--- config.mk ---
export PLATFORM = sky130hd
export DESIGN_NAME = dp_rmw_unit
export DESIGN_NICKNAME = d
export VERILOG_FILES = /design/src/rtl/dp_rmw_pkg.sv /design/src/rtl/dp_rmw_alu.sv /design/src/rtl/dp_rmw_cycles.sv /design/src/rtl/dp_rmw_seq.sv /design/src/rtl/dp_rmw_unit.sv
export SDC_FILE = /design/constraint.sdc
export NUM_CORES = 1
export LEC_CHECK = 0
export BUFFER_PORTS_ARGS = -buffer_cell sky130_fd_sc_hd__buf_2
export CORE_AREA = 2 2 161 100
export DETAILED_ROUTE_END_ITERATION = 8
export DIE_AREA = 0 0 163 102
export MAX_ROUTING_LAYER = met4
export REMOVE_ABC_BUFFERS = 1
export SLEW_MARGIN = 40
export SYNTH_ARGS = -nofsm -noshare
export SYNTH_HDL_FRONTEND = slang
export SYNTH_SLANG_ARGS = --single-unit
--- constraint.sdc ---
create_clock -name clk -period 7.6 [get_ports clk]
set_input_delay 1.52 -clock clk [delete_from_list [all_inputs] [get_ports clk]]
set_output_delay 1.52 -clock clk [all_outputs]
set_load 0.03 [all_outputs]
--- src/rtl/dp_rmw_pkg.sv ---
package dp_rmw_pkg;

  typedef enum logic [3:0] {
    OP_NEG = 4'h0, OP_ORM = 4'h1, OP_ANM = 4'h2, OP_COM = 4'h3,
    OP_LSR = 4'h4, OP_XRM = 4'h5, OP_ROR = 4'h6, OP_ASR = 4'h7,
    OP_ASL = 4'h8, OP_ROL = 4'h9, OP_DEC = 4'hA, OP_TSM = 4'hB,
    OP_INC = 4'hC, OP_TST = 4'hD, OP_JMP = 4'hE, OP_CLR = 4'hF
  } rmw_op_e;

  typedef enum logic [2:0] {
    ST_IDLE, ST_READ, ST_EXEC, ST_WRITE, ST_DONE
  } rmw_state_e;

  typedef struct packed {
    logic n;
    logic z;
    logic v;
    logic c;
  } ccr_t;

  function automatic logic is_mask_op(rmw_op_e op);
    return (op == OP_ORM) || (op == OP_ANM) || (op == OP_XRM) || (op == OP_TSM);
  endfunction

  function automatic logic is_test_op(rmw_op_e op);
    return (op == OP_TSM) || (op == OP_TST);
  endfunction

  function automatic logic keeps_carry(rmw_op_e op);
    return is_mask_op(op) || (op == OP_TST) || (op == OP_INC) || (op == OP_DEC);
  endfunction

endpackage

--- src/rtl/dp_rmw_alu.sv ---
module dp_rmw_alu
  import dp_rmw_pkg::*;
#(
  parameter int DW = 8
) (
  input  rmw_op_e         op,
  input  logic [DW-1:0]   opnd,
  input  logic [DW-1:0]   mask,
  input  ccr_t            cc_in,
  output logic [DW-1:0]   res,
  output ccr_t            cc_out
);

  localparam logic [DW-1:0] SIGN_MIN = {1'b1, {(DW-1){1'b0}}};
  localparam logic [DW-1:0] SIGN_MAX = ~SIGN_MIN;
  localparam logic [DW-1:0] ONE      = {{(DW-1){1'b0}}, 1'b1};

  always_comb begin
    res    = opnd;
    cc_out = cc_in;
    unique case (op)
      OP_NEG: begin
        res      = '0 - opnd;
        cc_out.c = (res != '0);
        cc_out.v = (opnd == SIGN_MIN);
      end
      OP_ORM: begin res = opnd | mask; cc_out.v = 1'b0; end
      OP_ANM: begin res = opnd & mask; cc_out.v = 1'b0; end
      OP_XRM: begin res = opnd ^ mask; cc_out.v = 1'b0; end
      OP_TSM: begin res = opnd & mask; cc_out.v = 1'b0; end
      OP_COM: begin
        res      = ~opnd;
        cc_out.c = 1'b1;
        cc_out.v = 1'b0;
      end
      OP_LSR: begin res = {1'b0, opnd[DW-1:1]};        cc_out.c = opnd[0]; end
      OP_ROR: begin res = {cc_in.c, opnd[DW-1:1]};     cc_out.c = opnd[0]; end
      OP_ASR: begin res = {opnd[DW-1], opnd[DW-1:1]};  cc_out.c = opnd[0]; end
      OP_ASL: begin
        res      = {opnd[DW-2:0], 1'b0};
        cc_out.c = opnd[DW-1];
        cc_out.v = opnd[DW-1] ^ opnd[DW-2];
      end
      OP_ROL: begin
        res      = {opnd[DW-2:0], cc_in.c};
        cc_out.c = opnd[DW-1];
        cc_out.v = opnd[DW-1] ^ opnd[DW-2];
      end
      OP_DEC: begin res = opnd - ONE; cc_out.v = (res == SIGN_MAX); end
      OP_INC: begin res = opnd + ONE; cc_out.v = (res == SIGN_MIN); end
      OP_TST: begin res = opnd; cc_out.v = 1'b0; end
      OP_JMP: begin res = opnd; end
      OP_CLR: begin
        res      = '0;
        cc_out.v = 1'b0;
        cc_out.c = 1'b0;
      end
      default: res = opnd;
    endcase
    if (op != OP_JMP) begin
      cc_out.n = res[DW-1];
      cc_out.z = (res == '0);
    end
  end

endmodule

--- src/rtl/dp_rmw_cycles.sv ---
module dp_rmw_cycles
  import dp_rmw_pkg::*;
#(
  parameter int CW          = 6,
  parameter int CYC_MASK    = 6,
  parameter int CYC_EMU     = 6,
  parameter int CYC_NAT     = 5,
  parameter int CYC_TST_EMU = 6,
  parameter int CYC_TST_NAT = 4,
  parameter int CYC_JMP_EMU = 3,
  parameter int CYC_JMP_NAT = 2
) (
  input  rmw_op_e        op,
  input  logic           native,
  output logic [CW-1:0]  cyc
);

  always_comb begin
    if (is_mask_op(op))
      cyc = CW'(CYC_MASK);
    else if (op == OP_TST)
      cyc = native ? CW'(CYC_TST_NAT) : CW'(CYC_TST_EMU);
    else if (op == OP_JMP)
      cyc = native ? CW'(CYC_JMP_NAT) : CW'(CYC_JMP_EMU);
    else
      cyc = native ? CW'(CYC_NAT) : CW'(CYC_EMU);
  end

endmodule

--- src/rtl/dp_rmw_seq.sv ---
module dp_rmw_seq
  import dp_rmw_pkg::*;
(
  input  logic    clk,
  input  logic    rst_n,
  input  logic    start,
  input  rmw_op_e start_op,
  input  rmw_op_e cur_op,
  input  logic    mem_ready,
  output logic    idle,
  output logic    mem_req,
  output logic    mem_we,
  output logic    rd_fire,
  output logic    exec_en,
  output logic    done
);

  rmw_state_e state, state_nx;

  always_comb begin
    state_nx = state;
    unique case (state)
      ST_IDLE:
        if (start) begin
          if (start_op == OP_JMP)      state_nx = ST_DONE;
          else if (start_op == OP_CLR) state_nx = ST_EXEC;
          else                         state_nx = ST_READ;
        end
      ST_READ:  if (mem_ready) state_nx = ST_EXEC;
      ST_EXEC:  state_nx = is_test_op(cur_op) ? ST_DONE : ST_WRITE;
      ST_WRITE: if (mem_ready) state_nx = ST_DONE;
      ST_DONE:  state_nx = ST_IDLE;
      default:  state_nx = ST_IDLE;
    endcase
  end

  always_ff @(posedge clk) begin
    if (!rst_n) state <= ST_IDLE;
    else        state <= state_nx;
  end

  assign idle    = (state == ST_IDLE);
  assign mem_req = (state == ST_READ) || (state == ST_WRITE);
  assign mem_we  = (state == ST_WRITE);
  assign rd_fire = (state == ST_READ) && mem_ready;
  assign exec_en = (state == ST_EXEC);
  assign done    = (state == ST_DONE);

  // completion is a single-clock pulse
  a_r12_done_pulse: assert property (@(posedge clk) disable iff (!rst_n)
    done |=> !done);

  // the unit returns to idle right after completion
  a_r12_idle_after_done: assert property (@(posedge clk) disable iff (!rst_n)
    done |=> idle);

  // a stalled request stays asserted with the same direction
  a_r11_req_held: assert property (@(posedge clk) disable iff (!rst_n)
    (mem_req && !mem_ready) |=> (mem_req && $stable(mem_we)));

  // a jump completes straight from idle without a bus phase
  a_r9_jump_direct: assert property (@(posedge clk) disable iff (!rst_n)
    (start && start_op == OP_JMP) |=> (done && !mem_req));

endmodule

--- src/rtl/dp_rmw_unit.sv ---
module dp_rmw_unit
  import dp_rmw_pkg::*;
#(
  parameter int DW    = 8,
  parameter int CYC_W = 6,
  parameter int AW    = 2 * DW
) (
  input  logic             clk,
  input  logic             rst_n,
  input  logic             ins_valid,
  output logic             ins_ready,
  input  logic [3:0]       ins_op,
  input  logic [DW-1:0]    ins_mask,
  input  logic [DW-1:0]    ins_offset,
  input  logic [DW-1:0]    dp_page,
  input  logic [3:0]       flags_in,
  input  logic             native_mode,
  output logic             mem_req,
  output logic             mem_we,
  output logic [AW-1:0]    mem_addr,
  output logic [DW-1:0]    mem_wdata,
  input  logic [DW-1:0]    mem_rdata,
  input  logic             mem_ready,
  output logic             done,
  output logic [3:0]       flags_out,
  output logic             pc_load,
  output logic [AW-1:0]    pc_value,
  output logic [CYC_W-1:0] cycles
);

  rmw_op_e          op_in, op_q;
  logic [DW-1:0]    mask_q, opnd_q, res_q, alu_res;
  logic [AW-1:0]    ea_q;
  ccr_t             cin_q, cc_q, alu_cc;
  logic [CYC_W-1:0] cyc_q, cyc_nx;
  logic             start, idle, rd_fire, exec_en;

  assign op_in     = rmw_op_e'(ins_op);
  assign start     = ins_valid && idle;
  assign ins_ready = idle;

  dp_rmw_seq u_seq (
    .clk      (clk),
    .rst_n    (rst_n),
    .start    (start),
    .start_op (op_in),
    .cur_op   (op_q),
    .mem_ready(mem_ready),
    .idle     (idle),
    .mem_req  (mem_req),
    .mem_we   (mem_we),
    .rd_fire  (rd_fire),
    .exec_en  (exec_en),
    .done     (done)
  );

  dp_rmw_alu #(.DW(DW)) u_alu (
    .op    (op_q),
    .opnd  (opnd_q),
    .mask  (mask_q),
    .cc_in (cin_q),
    .res   (alu_res),
    .cc_out(alu_cc)
  );

  dp_rmw_cycles #(.CW(CYC_W)) u_cyc (
    .op    (op_in),
    .native(native_mode),
    .cyc   (cyc_nx)
  );

  always_ff @(posedge clk) begin
    if (!rst_n) begin
      op_q   <= OP_NEG;
      mask_q <= '0;
      opnd_q <= '0;
      res_q  <= '0;
      ea_q   <= '0;
      cin_q  <= '0;
      cc_q   <= '0;
      cyc_q  <= '0;
    end else begin
      if (start) begin
        op_q   <= op_in;
        mask_q <= ins_mask;
        ea_q   <= {dp_page, ins_offset};
        cin_q  <= ccr_t'(flags_in);
        cc_q   <= ccr_t'(flags_in);
        cyc_q  <= cyc_nx;
        opnd_q <= '0;
      end
      if (rd_fire) opnd_q <= mem_rdata;
      if (exec_en) begin
        res_q <= alu_res;
        cc_q  <= alu_cc;
      end
    end
  end

  assign mem_addr  = ea_q;
  assign mem_wdata = res_q;
  assign flags_out = cc_q;
  assign cycles    = cyc_q;
  assign pc_value  = ea_q;
  assign pc_load   = done && (op_q == OP_JMP);

  // address and data are frozen while the bus withholds ready
  a_r11_bus_stable: assert property (@(posedge clk) disable iff (!rst_n)
    (mem_req && !mem_ready) |=> ($stable(mem_addr) && $stable(mem_wdata)));

  // carry-preserving forms report the carry they were given
  a_r7_carry_kept: assert property (@(posedge clk) disable iff (!rst_n)
    (done && keeps_carry(op_q)) |-> (flags_out[0] == cin_q.c));

  // clear always completes with only Z set
  a_r8_clear_flags: assert property (@(posedge clk) disable iff (!rst_n)
    (done && op_q == OP_CLR) |-> (flags_out == 4'b0100));

  // the test forms never issue a write
  a_r3_no_write: assert property (@(posedge clk) disable iff (!rst_n)
    (mem_req && mem_we) |-> !is_test_op(op_q));

endmodule

# Word level (Yosys, flattened, before mapping)
# Index checks and enable logic that the tools add are counted.
# W data, S select, Z words.
# word_totals
register_bits,61
word_cells,97
inputBits,45
output_inout_bits,55
# classes
muxes,21
n_bitwise,5
reduce_logical,20
eq_ne,33
n_addsub,3
# op_table
cell,n
$pmux W8 S14,1
$eq A4 B4 Y1 const B,12
$eq A4 B3 Y1 const B,5
$mux W6,3
$eq A8 B8 Y1 const B,2
$mux W8,2
$mux W3,5
$eq A4 B2 Y1 const B,3
$pmux W3 S4,1
$pmux W1 S5,2
$add A8 B1 Y8 const B,1
$and A8 B8 Y8,1
$eq A4 B1 Y1 const B,2
$eq A8 B7 Y1 const B,1
$logic_not A8 Y1,1
$mux W2,4
$mux W4,2
$not A8 Y8,1
$or A8 B8 Y8,1
$reduce_bool A8 Y1,1
$sub A1 B8 Y8 const A,1
$sub A8 B1 Y8 const B,1
$xor A8 B8 Y8,1
$reduce_or A7 Y1,1
16 further kinds,27

# Longest topological paths before layout
# depth
depth_word,6
mapped_depth,11
ltp_nobuf,9

# Cells and area by module
# A second synthesis with hierarchy kept.
# hier_totals
cells_unflattened,587
area_unflattened_um2,4658.2
# by_module_without_submodules
mod,n_inst,cells_per_inst,seq_area_each_um2,area_each_um2
dp_rmw_unit,1,262,1161.1,2317.2
dp_rmw_alu,1,274,0.0,1946.9
dp_rmw_seq,1,32,60.1,256.5
dp_rmw_cycles,1,19,0.0,137.6

# Worst setup path after synthesis
# No wires, ideal clock.
# synth_timing
path_kind,reg2out
startpoint,reg u_seq.state[0]
endpoint,out mem_we
required_ns,6.080
setup_slack_ns,4.509
n_path_buf,1
t_arrival_ns,1.571
stages_incl_launch_ff,4
cell_sequence,dfxtp_1 > clkbuf_1 > nor2b_1 > and2_1
# synth_via
elab_chain_len,1
# synth_rtl
item,line_no,text
start: declaration,dp_rmw_seq.sv:18,"rmw_state_e state, state_nx;"
start signal: assignment,dp_rmw_seq.sv:39,else state <= state_nx;
$eq A3 B2 Y1,dp_rmw_seq.sv:44,assign mem_we = (state == ST_WRITE);
end: declaration,dp_rmw_unit.sv:19,"output logic mem_we,"
# No other way between the ends.

# Worst setup path in the final report
# layout_timing
startpoint,reg op_q[3]
endpoint,out pc_load
# layout_via
elab_chain_len,2
# layout_rtl
item,line_no,text
start: declaration,dp_rmw_unit.sv:31,"rmw_op_e op_in, op_q;"
start signal: assignment,dp_rmw_unit.sv:84,op_q <= op_in;
$eq A4 B4 Y1,dp_rmw_unit.sv:105,assign pc_load = done && (op_q == OP_JMP);
$logic_and A1 B1 Y1,dp_rmw_unit.sv:105,
end: declaration,dp_rmw_unit.sv:26,"output logic pc_load,"
# No other way between the ends.

==> results.md <==
* I/O pin count at 100
* Hold Path Class: reg -> reg
* DRT iter0 DRCs at 565
* Number of synthesized flops with an enable pin at 0
* Leak at 2.08 nW
* Synth Flop Type: dfxtp_1
* Num CTS Buffers at 9
* Status: finished, final reports clean
* Core area at 15100 um^2
* Antenna cells at 0
* Largest net degree at the start of global routing at 62
* Clock buffer depth at 2
* Initial antenna violation count at 0
* Setup_tns at 0 ns
* Post-synth top area share at 26.1%
* Synth cell types at 74
* Peak per-stage delay on the critical path at 0.35 ns
* YS warnings at 0
* Global-route wire length before repair at 22500 um
* Final setup fails at 0
* P&R area growth vs syn at 17.7%
* Crit path max-delay cell type: buf_4
* Crit Path Category: reg -> out
* Average size of a mapped cell at 7.13 um^2
* Setup bufs post-CTS at 0
* Final WS setup at 4.12 ns
* FMAX at 287 MHz
* Routed wl met3 at 1520 um
* Vias in the first global route at 3964
* Max VDD drop at 91.3 uV
* Setup WS pre-CTS at 4.45 ns
* Final Hold Vio Count at 0
* Area post-placement at 4910 um^2
* Worst-path clk slew at 0.05 ns
* Tcrit/Tclk final at 45.8%
* Pwr/cell area at 216 nW/um^2
* Die Ht at 102 um
* R2r setup slk at 4.38 ns
* Clock root buffer master: clkbuf_16
* Async SR Flop Fraction at 0%
* Layout Utilization at 34.7%
* Routed Antenna Nets at 0
* M1 WL at 7120 um
* Slew Limit Fails at 0
* Final min period at 3.48 ns
* Hold WS at 0.458 ns
* FP Rows at 35
* Crit path max fanout at 39
* Post-CTS Resized at 0
* Buffers and inverters on the worst path at 2
* Port bufs at 96
* Wire length on met2 at 5300 um
* RSZ-0062 raised after global routing: false
* CTS HTree Levels at 3
* CP required at 6.08 ns
* Detail Placement HPWL at 9950 um
* CP delay by family, top: simple AND/OR/NAND/NOR gates
* Die area at 16600 um^2
* Vias per inst at 5.39
* Synth Cell Area at 4450 um^2
* Worst-margin pin slew at 0.871 ns
* Clock Skew at 0.00703 ns
* Final wirelength at 14000 um
* Gr usage total at 17.7%
* Final Cell Area at 5240 um^2
* Share of cells above drive strength 1 at 20.8%
* RePlAce Congestion at 0.939
* Top cells by area, synth: dfxtp_1, nand2_1, a21oi_1, ha_1, buf_4
* Seq cells post-synth at 58
* Hold buffers post-CTS at 0
* CTS tree: done
* Worst Path Arrival at 1.96 ns
* Drt wl/cell at 16.0 um
* Via count at 4725
* Largest area contributor in the netlist: dfxtp_1
* Sequential share of the synthesized area at 26.1%
* Die W at 163 um
* Clk sinks at 58
* Cell count after synthesis at 624
* Worst setup EP type: primary output
* Starting density of the core at 29.5%
* Startpoint types: flop
* TritonRoute pass-1 iters at 5
* Grt total ovfl at 0
* Slew HR at 41.4%
* Worst skew pair latency at 0.33 ns
* DR top layer: met4
* Residual DRC at 0
* Fin nets at 734
* Cells along the critical path: buf_4 > nor2b_1 > and2_1 > and3_1 > buf_2
* Maxcap violations at 0
-- sequential cells by signal, indices dropped and copies added (netlist names) --
register     cells
flags_out        4
mask_q           8
u_seq.state      3
mem_wdata        8
opnd_q           8
mem_addr        16
op_q             4
cin_q            4
cycles           3
-- through the flow --
stage,std cells,power (W)
detailed placement,860,0.000679
global placement,860,0.000679
finish,876,0.00113
floorplan,551,0.000573
global route,876,0.00119
CTS,876,0.00113
-- power by group --
group	internal [W]	leakage [nW]	switching, W	total, W
Combinational	0.000109	1.44	0.000215	0.000323
Clock	0.000305	0.163	0.000148	0.000452
Sequential	0.000330	0.475	0.0000255	0.000355
Total	0.000743	2.08	0.000388	0.00113
-- per-layer routing --
metal | vias up | track usage [%]
met5 | - | -
met4 | 0 | 2.72
met3 | 7 | 5.15
met2 | 252 | 21.8
met1 | 2183 | 27.7
li1 | 2283 | -
-- cell families (layout without fill, tap and decap cells) --
group | after synthesis | count (layout) | synth area share, %
and+or+nand+nor | 251 | 251 | 27.5
AOI/OAI and AO/OA | 172 | 172 | 25.6
buffers and inverters | 102 | 149 | 11.0
DFF | 58 | 58 | 26.1
adders and majority gates | 21 | 21 | 5.90
muxes | 3 | 3 | 0.675
xor gates and xnor gates | 16 | 16 | 3.15
other | 1 | 3 | 0.0842
-- layout make-up --
class	instances	area (um^2)
Fill cell	1624	9870
Multi-Input combinational cell	466	2840
Sequential cell	58	1160
Timing Repair Buffer	106	556
Clock buffer	12	256
Tap cell	203	254
Inverter	27	104
Clock inverter	4	73.8
-- tightest hold or removal path, stage by stage (launching register included) --
cell and delay, ns:
dfxtp_1 0.31, nand2_1 0.05, a21oi_1 0.05
-- Yosys cell counts (7+ instances only) --
library cell  count
ha_1             21
dfxtp_1          58
nand2b_1         13
nand2_1         115
buf_2            11
a31oi_1           7
nand3_1          28
nor3_1           13
nor2b_1           9
o21ai_0          21
a21oi_1          71
nor2_1           26
xnor2_1          13
buf_4            20
clkbuf_1         35
inv_1            23
-- worst paths after layout --
path | startpoint | cells past startpoint | to
max | op_q[3] | 5 | pc_load
min | cin_q[1] | 2 | cin_q[1]
max reg2reg | op_q[1] | 9 | flags_out[2]
min reg2reg | cin_q[1] | 2 | cin_q[1]
-- cell usage in the layout, fill, tap and decap left out, types with 5 or more instances in the layout --
cell type | Yosys | routed
a211oi_1 | 5 | 5
a21oi_1 | 71 | 71
a31oi_1 | 7 | 7
a32oi_1 | 6 | 6
buf_2 | 11 | 96
buf_4 | 20 | 10
clkbuf_16 | 0 | 9
dfxtp_1 | 58 | 57
ha_1 | 21 | 21
inv_1 | 23 | 23
nand2_1 | 115 | 115
nand2b_1 | 13 | 13
nand3_1 | 28 | 28
nand3b_1 | 5 | 5
nand4_1 | 6 | 6
nor2_1 | 26 | 26
nor2b_1 | 9 | 9
nor3_1 | 13 | 13
o21ai_0 | 21 | 21
o22ai_1 | 6 | 6
xnor2_1 | 13 | 13
Note: power is estimated with default switching activity, not from simulation.
